<file path="src/rtl/glf_pkg.sv">
package glf_pkg;

  localparam int CODE_W   = 4;
  localparam int DLOG_MAX = 5;
  localparam int NEED_W   = 4;

  typedef struct packed {
    logic                  use_kernel;
    logic [2:0]            div_log2;
    logic [NEED_W-1:0]     need;
  } glf_cfg_t;

  function automatic glf_cfg_t glf_decode(input logic [CODE_W-1:0] code);
    glf_cfg_t c;
    c.use_kernel = 1'b0;
    c.div_log2   = 3'd0;
    c.need       = 4'd1;
    case (code)
      4'd0:  c.need = 4'd1;
      4'd1:  begin c.use_kernel = 1'b1; c.need = 4'd2; end
      4'd2:  begin c.use_kernel = 1'b1; c.need = 4'd4; end
      4'd3:  begin c.use_kernel = 1'b1; c.need = 4'd8; end
      4'd4:  begin c.div_log2 = 3'd1; c.need = 4'd6; end
      4'd5:  begin c.div_log2 = 3'd1; c.need = 4'd8; end
      4'd6:  begin c.div_log2 = 3'd2; c.need = 4'd6; end
      4'd7:  begin c.div_log2 = 3'd2; c.need = 4'd8; end
      4'd8:  begin c.div_log2 = 3'd3; c.need = 4'd6; end
      4'd9:  begin c.div_log2 = 3'd3; c.need = 4'd8; end
      4'd10: begin c.div_log2 = 3'd4; c.need = 4'd5; end
      4'd11: begin c.div_log2 = 3'd4; c.need = 4'd6; end
      4'd12: begin c.div_log2 = 3'd4; c.need = 4'd8; end
      4'd13: begin c.div_log2 = 3'd5; c.need = 4'd5; end
      4'd14: begin c.div_log2 = 3'd5; c.need = 4'd6; end
      default: begin c.div_log2 = 3'd5; c.need = 4'd8; end
    endcase
    return c;
  endfunction

endpackage

</file>
<file path="src/rtl/glf_sync.sv">
module glf_sync #(
  parameter int STAGES = 2
) (
  input  logic clk_i,
  input  logic rst_i,
  input  logic d_i,
  output logic q_o
);
  logic [STAGES-1:0] chain_q;

  always_ff @(posedge clk_i) begin
    if (rst_i) chain_q <= '0;
    else       chain_q <= {chain_q[STAGES-2:0], d_i};
  end

  assign q_o = chain_q[STAGES-1];
endmodule

</file>
<file path="src/rtl/glf_tick_gen.sv">
module glf_tick_gen #(
  parameter int DLOG_MAX = 5,
  localparam int DIV_W   = DLOG_MAX
) (
  input  logic       clk_i,
  input  logic       rst_i,
  input  logic       clr_i,
  input  logic       dts_ce_i,
  input  logic       use_kernel_i,
  input  logic [2:0] div_log2_i,
  output logic       tick_o
);
  logic [DIV_W-1:0] div_cnt;
  logic [DIV_W-1:0] div_last;
  logic             at_last;

  assign div_last = (DIV_W'(1) << div_log2_i) - DIV_W'(1);
  assign at_last  = (div_cnt == div_last);

  always_comb begin
    if (clr_i)             tick_o = 1'b0;
    else if (use_kernel_i) tick_o = 1'b1;
    else                   tick_o = dts_ce_i && at_last;
  end

  always_ff @(posedge clk_i) begin
    if (rst_i || clr_i) begin
      div_cnt <= '0;
    end else if (!use_kernel_i && dts_ce_i) begin
      div_cnt <= at_last ? '0 : div_cnt + DIV_W'(1);
    end
  end

  AST_DIV_WRAP: assert property (@(posedge clk_i) disable iff (rst_i)
    (!use_kernel_i && !clr_i && dts_ce_i && at_last) |=> (div_cnt == '0));

  AST_DIV_HOLD: assert property (@(posedge clk_i) disable iff (rst_i)
    (!clr_i && !dts_ce_i) |=> $stable(div_cnt));

endmodule

</file>
<file path="src/rtl/glf_level_filter.sv">
module glf_level_filter #(
  parameter int NEED_W = 4
) (
  input  logic              clk_i,
  input  logic              rst_i,
  input  logic              clr_i,
  input  logic              tick_i,
  input  logic              sample_i,
  input  logic [NEED_W-1:0] need_i,
  output logic              level_o,
  output logic              rise_o,
  output logic              fall_o
);
  logic [NEED_W-1:0] run_cnt;
  logic [NEED_W-1:0] run_inc;

  assign run_inc = run_cnt + NEED_W'(1);

  always_ff @(posedge clk_i) begin
    if (rst_i) begin
      level_o <= 1'b0;
      run_cnt <= '0;
      rise_o  <= 1'b0;
      fall_o  <= 1'b0;
    end else begin
      rise_o <= 1'b0;
      fall_o <= 1'b0;
      if (clr_i) begin
        run_cnt <= '0;
      end else if (tick_i) begin
        if (sample_i == level_o) begin
          run_cnt <= '0;
        end else if (run_inc >= need_i) begin
          level_o <= sample_i;
          run_cnt <= '0;
          rise_o  <= sample_i;
          fall_o  <= !sample_i;
        end else begin
          run_cnt <= run_inc;
        end
      end
    end
  end

  AST_RUN_BELOW_NEED: assert property (@(posedge clk_i) disable iff (rst_i)
    !clr_i |-> (run_cnt < need_i));

  AST_CLR_ZEROES_RUN: assert property (@(posedge clk_i) disable iff (rst_i)
    clr_i |=> (run_cnt == '0));

endmodule

</file>
<file path="src/rtl/pin_glitch_filter.sv">
module pin_glitch_filter
  import glf_pkg::*;
#(
  parameter int SYNC_STAGES = 2
) (
  input  logic              clk_i,
  input  logic              rst_i,
  input  logic              dts_ce_i,
  input  logic              pin_i,
  input  logic [CODE_W-1:0] code_i,
  output logic              level_o,
  output logic              rise_o,
  output logic              fall_o
);
  logic [CODE_W-1:0] code_prev;
  logic              code_chg;
  glf_cfg_t          cfg;
  logic              pin_sync;
  logic              tick;

  assign cfg      = glf_decode(code_i);
  assign code_chg = (code_i != code_prev);

  always_ff @(posedge clk_i) begin
    if (rst_i) code_prev <= '0;
    else       code_prev <= code_i;
  end

  glf_sync #(.STAGES(SYNC_STAGES)) u_sync (
    .clk_i (clk_i),
    .rst_i (rst_i),
    .d_i   (pin_i),
    .q_o   (pin_sync)
  );

  glf_tick_gen #(.DLOG_MAX(DLOG_MAX)) u_tick (
    .clk_i        (clk_i),
    .rst_i        (rst_i),
    .clr_i        (code_chg),
    .dts_ce_i     (dts_ce_i),
    .use_kernel_i (cfg.use_kernel),
    .div_log2_i   (cfg.div_log2),
    .tick_o       (tick)
  );

  glf_level_filter #(.NEED_W(NEED_W)) u_filt (
    .clk_i    (clk_i),
    .rst_i    (rst_i),
    .clr_i    (code_chg),
    .tick_i   (tick),
    .sample_i (pin_sync),
    .need_i   (cfg.need),
    .level_o  (level_o),
    .rise_o   (rise_o),
    .fall_o   (fall_o)
  );

  AST_RISE_MARKS_CHANGE: assert property (@(posedge clk_i) disable iff (rst_i)
    rise_o |-> (level_o && !$past(level_o)));

  AST_FALL_MARKS_CHANGE: assert property (@(posedge clk_i) disable iff (rst_i)
    fall_o |-> (!level_o && $past(level_o)));

  AST_QUIET_MEANS_STABLE: assert property (@(posedge clk_i) disable iff (rst_i)
    (!rise_o && !fall_o) |-> $stable(level_o));

endmodule

</file>
<file path="config.mk">
export PLATFORM = sky130hd
export DESIGN_NAME = pin_glitch_filter
export DESIGN_NICKNAME = d
export VERILOG_FILES = /design/src/rtl/glf_pkg.sv /design/src/rtl/glf_sync.sv /design/src/rtl/glf_tick_gen.sv /design/src/rtl/glf_level_filter.sv /design/src/rtl/pin_glitch_filter.sv
export SDC_FILE = /design/constraint.sdc
export NUM_CORES = 1
export LEC_CHECK = 0
export CAP_MARGIN = 20
export CORE_MARGIN = 2
export CORE_UTILIZATION = 60
export DETAILED_ROUTE_END_ITERATION = 7
export DONT_BUFFER_PORTS = 1
export PLACE_DENSITY = 0.82
export SKIP_LAST_GASP = 1
export SYNTH_ARGS = -nofsm -noshare
export SYNTH_HDL_FRONTEND = slang
export SYNTH_HIERARCHICAL = 1
export SYNTH_SLANG_ARGS = --single-unit
</file>
<file path="constraint.sdc">
create_clock -name clk_i -period 4.95 [get_ports clk_i]
set_input_delay 0.7425 -clock clk_i [delete_from_list [all_inputs] [get_ports clk_i]]
set_output_delay 0.7425 -clock clk_i [all_outputs]
set_load 0.02 [all_outputs]
</file>
# After elaboration in Yosys (flattened, before gate mapping)
# Index checks and enable logic that the tools add are counted.
[word_totals] register_bits=18 in_bits=8 out_inout_bits=3 elab_cells=58
[classes] addsub=3 magnitude_cmp=1 eq_ne=17 n_shift=1 mux=8 n_bitwise=4 n_reduce_logical=17
[ops] operator="== test 4 bit (second input constant)" n=7
[ops] operator="case mux 4 bit (5 select lines)" n=1
[ops] operator="== test 4 x 3 -> 1 bit (second input constant)" n=4
[ops] operator="case mux 3 bit (5 select lines)" n=1
[ops] operator="OR reduction 2 bit" n=5
[ops] operator="OR reduction 5 bit" n=2
[ops] operator="== test 4 x 2 -> 1 bit (second input constant)" n=2
[ops] operator="2-to-1 mux 4 bit" n=2
[ops] operator="OR reduction 3 bit" n=2
[ops] operator="adder 5 x 1 -> 5 bit (second input constant)" n=1
[ops] operator="== test 5 bit" n=1
[ops] operator="2-to-1 mux 5 bit" n=1
[ops] operator="<< shifter 1 x 3 -> 5 bit (first input constant)" n=1
[ops] operator="subtractor 5 x 2 -> 5 bit (second input constant)" n=1
[ops] operator="adder 4 x 1 -> 4 bit (second input constant)" n=1
[ops] operator="== test 4 x 1 -> 1 bit (second input constant)" n=1
[ops] operator="greater-or-equal comparator 4 bit" n=1
[ops] operator="logical NOT 4 bit" n=1
[ops] operator="!= test 4 bit" n=1
[ops] operator="inverter 1 bit" n=4
[ops] operator="AND reduction 4 bit" n=1
[ops] operator="OR reduction 4 bit" n=1
[ops] operator="2-to-1 mux 1 bit" n=3
[ops] operator="logical AND 1 bit" n=2
[ops] operator="3 further kinds" n=4

# Logic depth before layout (Yosys ltp)
[logic_depth] word_depth=11 depth_mapped=12 mapped_depth_nobuf=10

# Modules after synthesis
# Netlist, hierarchy kept.
[modules_own_cells] module="glf_level_filter" instances=1 cells_each=52 area_per_inst_um2=460.4 seq_area_each_um2=140.1
[modules_own_cells] module="glf_tick_gen" instances=1 cells_each=45 area_per_inst_um2=360.3 seq_area_each_um2=100.1
[modules_own_cells] module="pin_glitch_filter" instances=1 cells_each=44 area_per_inst_um2=356.6 seq_area_each_um2=80.1
[modules_own_cells] module="glf_sync" instances=1 cells_each=4 area_per_inst_um2=52.6 seq_area_each_um2=40.0

# Worst setup path after synthesis
# No wires, ideal clock.
[synth_path] kind="in2reg" from="input port code_i[3]" to="register u_filt.run_cnt[3]" setup_time_ns=0.066 arrival_time_ns=3.264 required_time_ns=4.884 slack_ns=1.620 path_stages=11 n_path_buf=2 cell_sequence="buf_4 > nor3b_1 > a21o_1 > or3_1 > or3_1 > a32oi_2 > a22o_1 > clkbuf_2 > or3b_1 > a211o_1 > a21oi_2"
[synth_lines] element="start: declaration" line_no="pin_glitch_filter.sv:10" rtl="input logic [CODE_W-1:0] code_i,"
[synth_lines] element="end signal: assignment" line_no="glf_level_filter.sv:39" rtl="run_cnt <= run_inc;"
[synth_lines] element="end: declaration" line_no="glf_level_filter.sv:14" rtl="logic [NEED_W-1:0] run_cnt;"

==> flow_summary.toml <==
[synthesis]
async_reset_ff_share_pct = 0
ys_ff_latch = 18
synth.net_count = 159
netlist_top_cells_area = "dfxtp_1 (29%), ha_1 (6.1%), nor2b_1 (5.6%)"
yosysTopAreaCellShare_pct = 29.3
ys_seq_area_share_pct = 29.3
syn_avg_cell_area_um2 = 8.48
synth_largest_area_cell = "dfxtp_1"
synthCells = 145
yosys_warnings = 6
syn_area_mm2 = 0.00123
synth_flop_cell = "dfxtp_1"
synth_cell_types = 53
synth_edf_count = 0

[min_path]
min_path_type = "flop to flop"

[global_route]
met1_usage_pct = 25.7
grt_pass1_wl_mm = 4.02
grt.busiest_layer = "met2"
grt_use_total_pct = 21.1
gr-total-overflow = 0
gr-usage-met2_pct = 35.6
grt_max_degree = 15
grt_pass1_vias = 960
use_met3_pct = 3.68
grt_antenna_before_repair = 0

[power]
ir_drop_mv = 0.165
switching_power_w = 0.0000672
pwr-share-comb_pct = 13.1
seq_power_share_pct = 53.9
swShare_pct = 24.4
p_clk_share_pct = 33.0
power_density_mw_per_mm2 = 220
leakage_nw = 0.460
p_int_w = 0.000209

[timing]
final_max_slew_viol_count = 0
hold_viol = 0
finalSetupViolCount = 0
rsz0062_at_grt = "false"
fmax_mhz = 323
slew_headroom_pct = 64.0
finalCritPeriodShare_pct = 62.6
tns_ps = 0
worst_pin_slew_ps = 539
skew_ps = 1.52
layout_min_cycle_time_ps = 3100

[floorplan]
die_w_um = 49.3
initial_core_util_pct = 63.3
core.rowCount = 16
dieArea_mm2 = 0.00243
pin_count = 11
core-area_mm2 = 0.00194
die_y_um = 49.3

[placement]
place_area_mm2 = 0.00122
io_buffers = 0
place.gp.congestion = 0.753
dpl.hpwl_mm = 1.71

[route]
post-route-drc-count = 0
totalWireLength_mm = 2.27
vias = 1014
viasPerCell = 6.00
dr.pass1.iters = 4
wl_per_cell_um = 13.4
ant_nets = 0
drt_iter0_markers = 26

[clock_network]
cts_tree = "done"
cts_setup_buffers = 0
clkSlewWorstSetupHoldPaths_ps = 100
cts_resized = 0
clock_insertion_delay_worst_skew_ps = 300
clkSinkCount = 18
postCtsHoldBufs = 0
clock_path_buffers = 2
htree_levels = 1
root_buffer = "clkbuf_4"
cts_made_buffers = 3

[cells_and_area]
drive_above_1_share_pct = 7.75
layout_common_cells = "dfxtp_1 (18), nor2b_1 (11), nand2_1 (8), o21ai_0 (7), inv_1 (7)"
fillers = 190
multi_input_area_um2 = 798
syn_to_final_growth_pct = 2.03
layout.cells.most_common = "dfxtp_1"
fin_nets = 157
diodes = 0
utilization_pct = 64.6
seq_area_um2 = 360
design_area_mm2 = 0.00125

[setup_path]
worst-setup-path-type = "input pin to flop"
cp-end-kind = "flop"
crit_required_ps = 5200
crit_path_start_kind = "input pin"
crit_path_max_fanout = 14
worstPathArrival_ps = 3340

[run]
cap_violations = 0

[run_status]
status = "finished clean"
## cell families after synthesis
group           share of synthesized area [%]
fa+ha+maj                                6.10
simple gates                             31.4
flops                                    29.3
buf+inv                                  5.80
xor+xnor                                 6.31
compound gates                           21.1
## state kept, by name, summed over array words and instances (netlist names)
signal and flops:
code_prev 4, u_filt/fall_o 1, u_filt/level_o 1, u_filt/rise_o 1, u_filt/run_cnt 4, u_sync/chain_q 2
u_tick/div_cnt 5
## path summary, 6_finish.rpt
path / startpoint / endpoint / slack [ps] / cells after the start
worst min-delay path: u_sync/chain_q[0]$_SDFF_PP0_ / u_sync/chain_q[1]$_SDFF_PP0_ / 460 / 1
worst max register to register: u_tick/div_cnt[3]$_SDFFE_PP0P_ / u_filt/run_cnt[3]$_SDFFE_PP0P_ / 2540 / 7
worst min register to register: u_sync/chain_q[0]$_SDFF_PP0_ / u_sync/chain_q[1]$_SDFF_PP0_ / 460 / 1
worst max-delay path: code_i[2] / u_filt/run_cnt[3]$_SDFFE_PP0P_ / 1850 / 9
## synthesized netlist by cell type (2+ instances only)
library cell  instances
a211oi_1              2
nand4_1               2
a211o_1               3
dfxtp_1              18
o21ai_0               7
nor3_1                3
or2b_1                2
o21a_1                3
nand3_1               6
inv_1                 7
or3_1                 2
a21oi_1               4
nand2_1               8
nand2b_1              4
o211ai_1              3
ha_1                  6
nor3b_1               4
xnor2_1               6
nor2b_1              11
buf_4                 2
buf_2                 2
nor2_1                6
nor4b_1               2
and2_1                3
## through the flow
step / instances / worst slack (ps) / hold WS [ps] / power (W)
5_1_grt: 169 / 1720 / 470 / 0.000289
4_1_cts: 169 / 1870 / 460 / 0.000281
6_report: 169 / 1850 / 456 / 0.000276
3_5_place_dp: 165 / 1540 / 436 / 0.000188
3_3_place_gp: 165 / 1650 / 435 / 0.000187
2_1_floorplan: 145 / 1620 / 414 / 0.000188
## final cells by class
type,instances,share of cell area [%]
multi-input combinational,113,63.6
sequential,18,28.7
clock buffer,4,2.89
tap,27,2.69
inverter,7,2.09
## layer usage
layer / share of wire (%) / vias to the layer above
li1: - / 517
met1: 44 / 470
met2: 49 / 22
met3: 5.6 / 5
met4: 1.8 / 0
met5: 0 / -
## power by group through the flow
stage	clock [W]	combinational [W]	sequential [W]
finish	0.0000912	0.0000361	0.000149
global route	0.0000991	0.0000407	0.000149
CTS	0.0000960	0.0000362	0.000149
detailed placement	0	0.0000360	0.000152
global placement	0	0.0000345	0.000152
floorplan	0	0.0000360	0.000152
## worst max-delay path: stages
cell and delay, ps:
nor2b_1 130, a21o_1 220, or3_1 370, or3_1 340, a32oi_2 360, a22o_1 360, or3b_1 380, a211o_1 310
a21oi_2 120
Power figures use the tool's default switching activity.
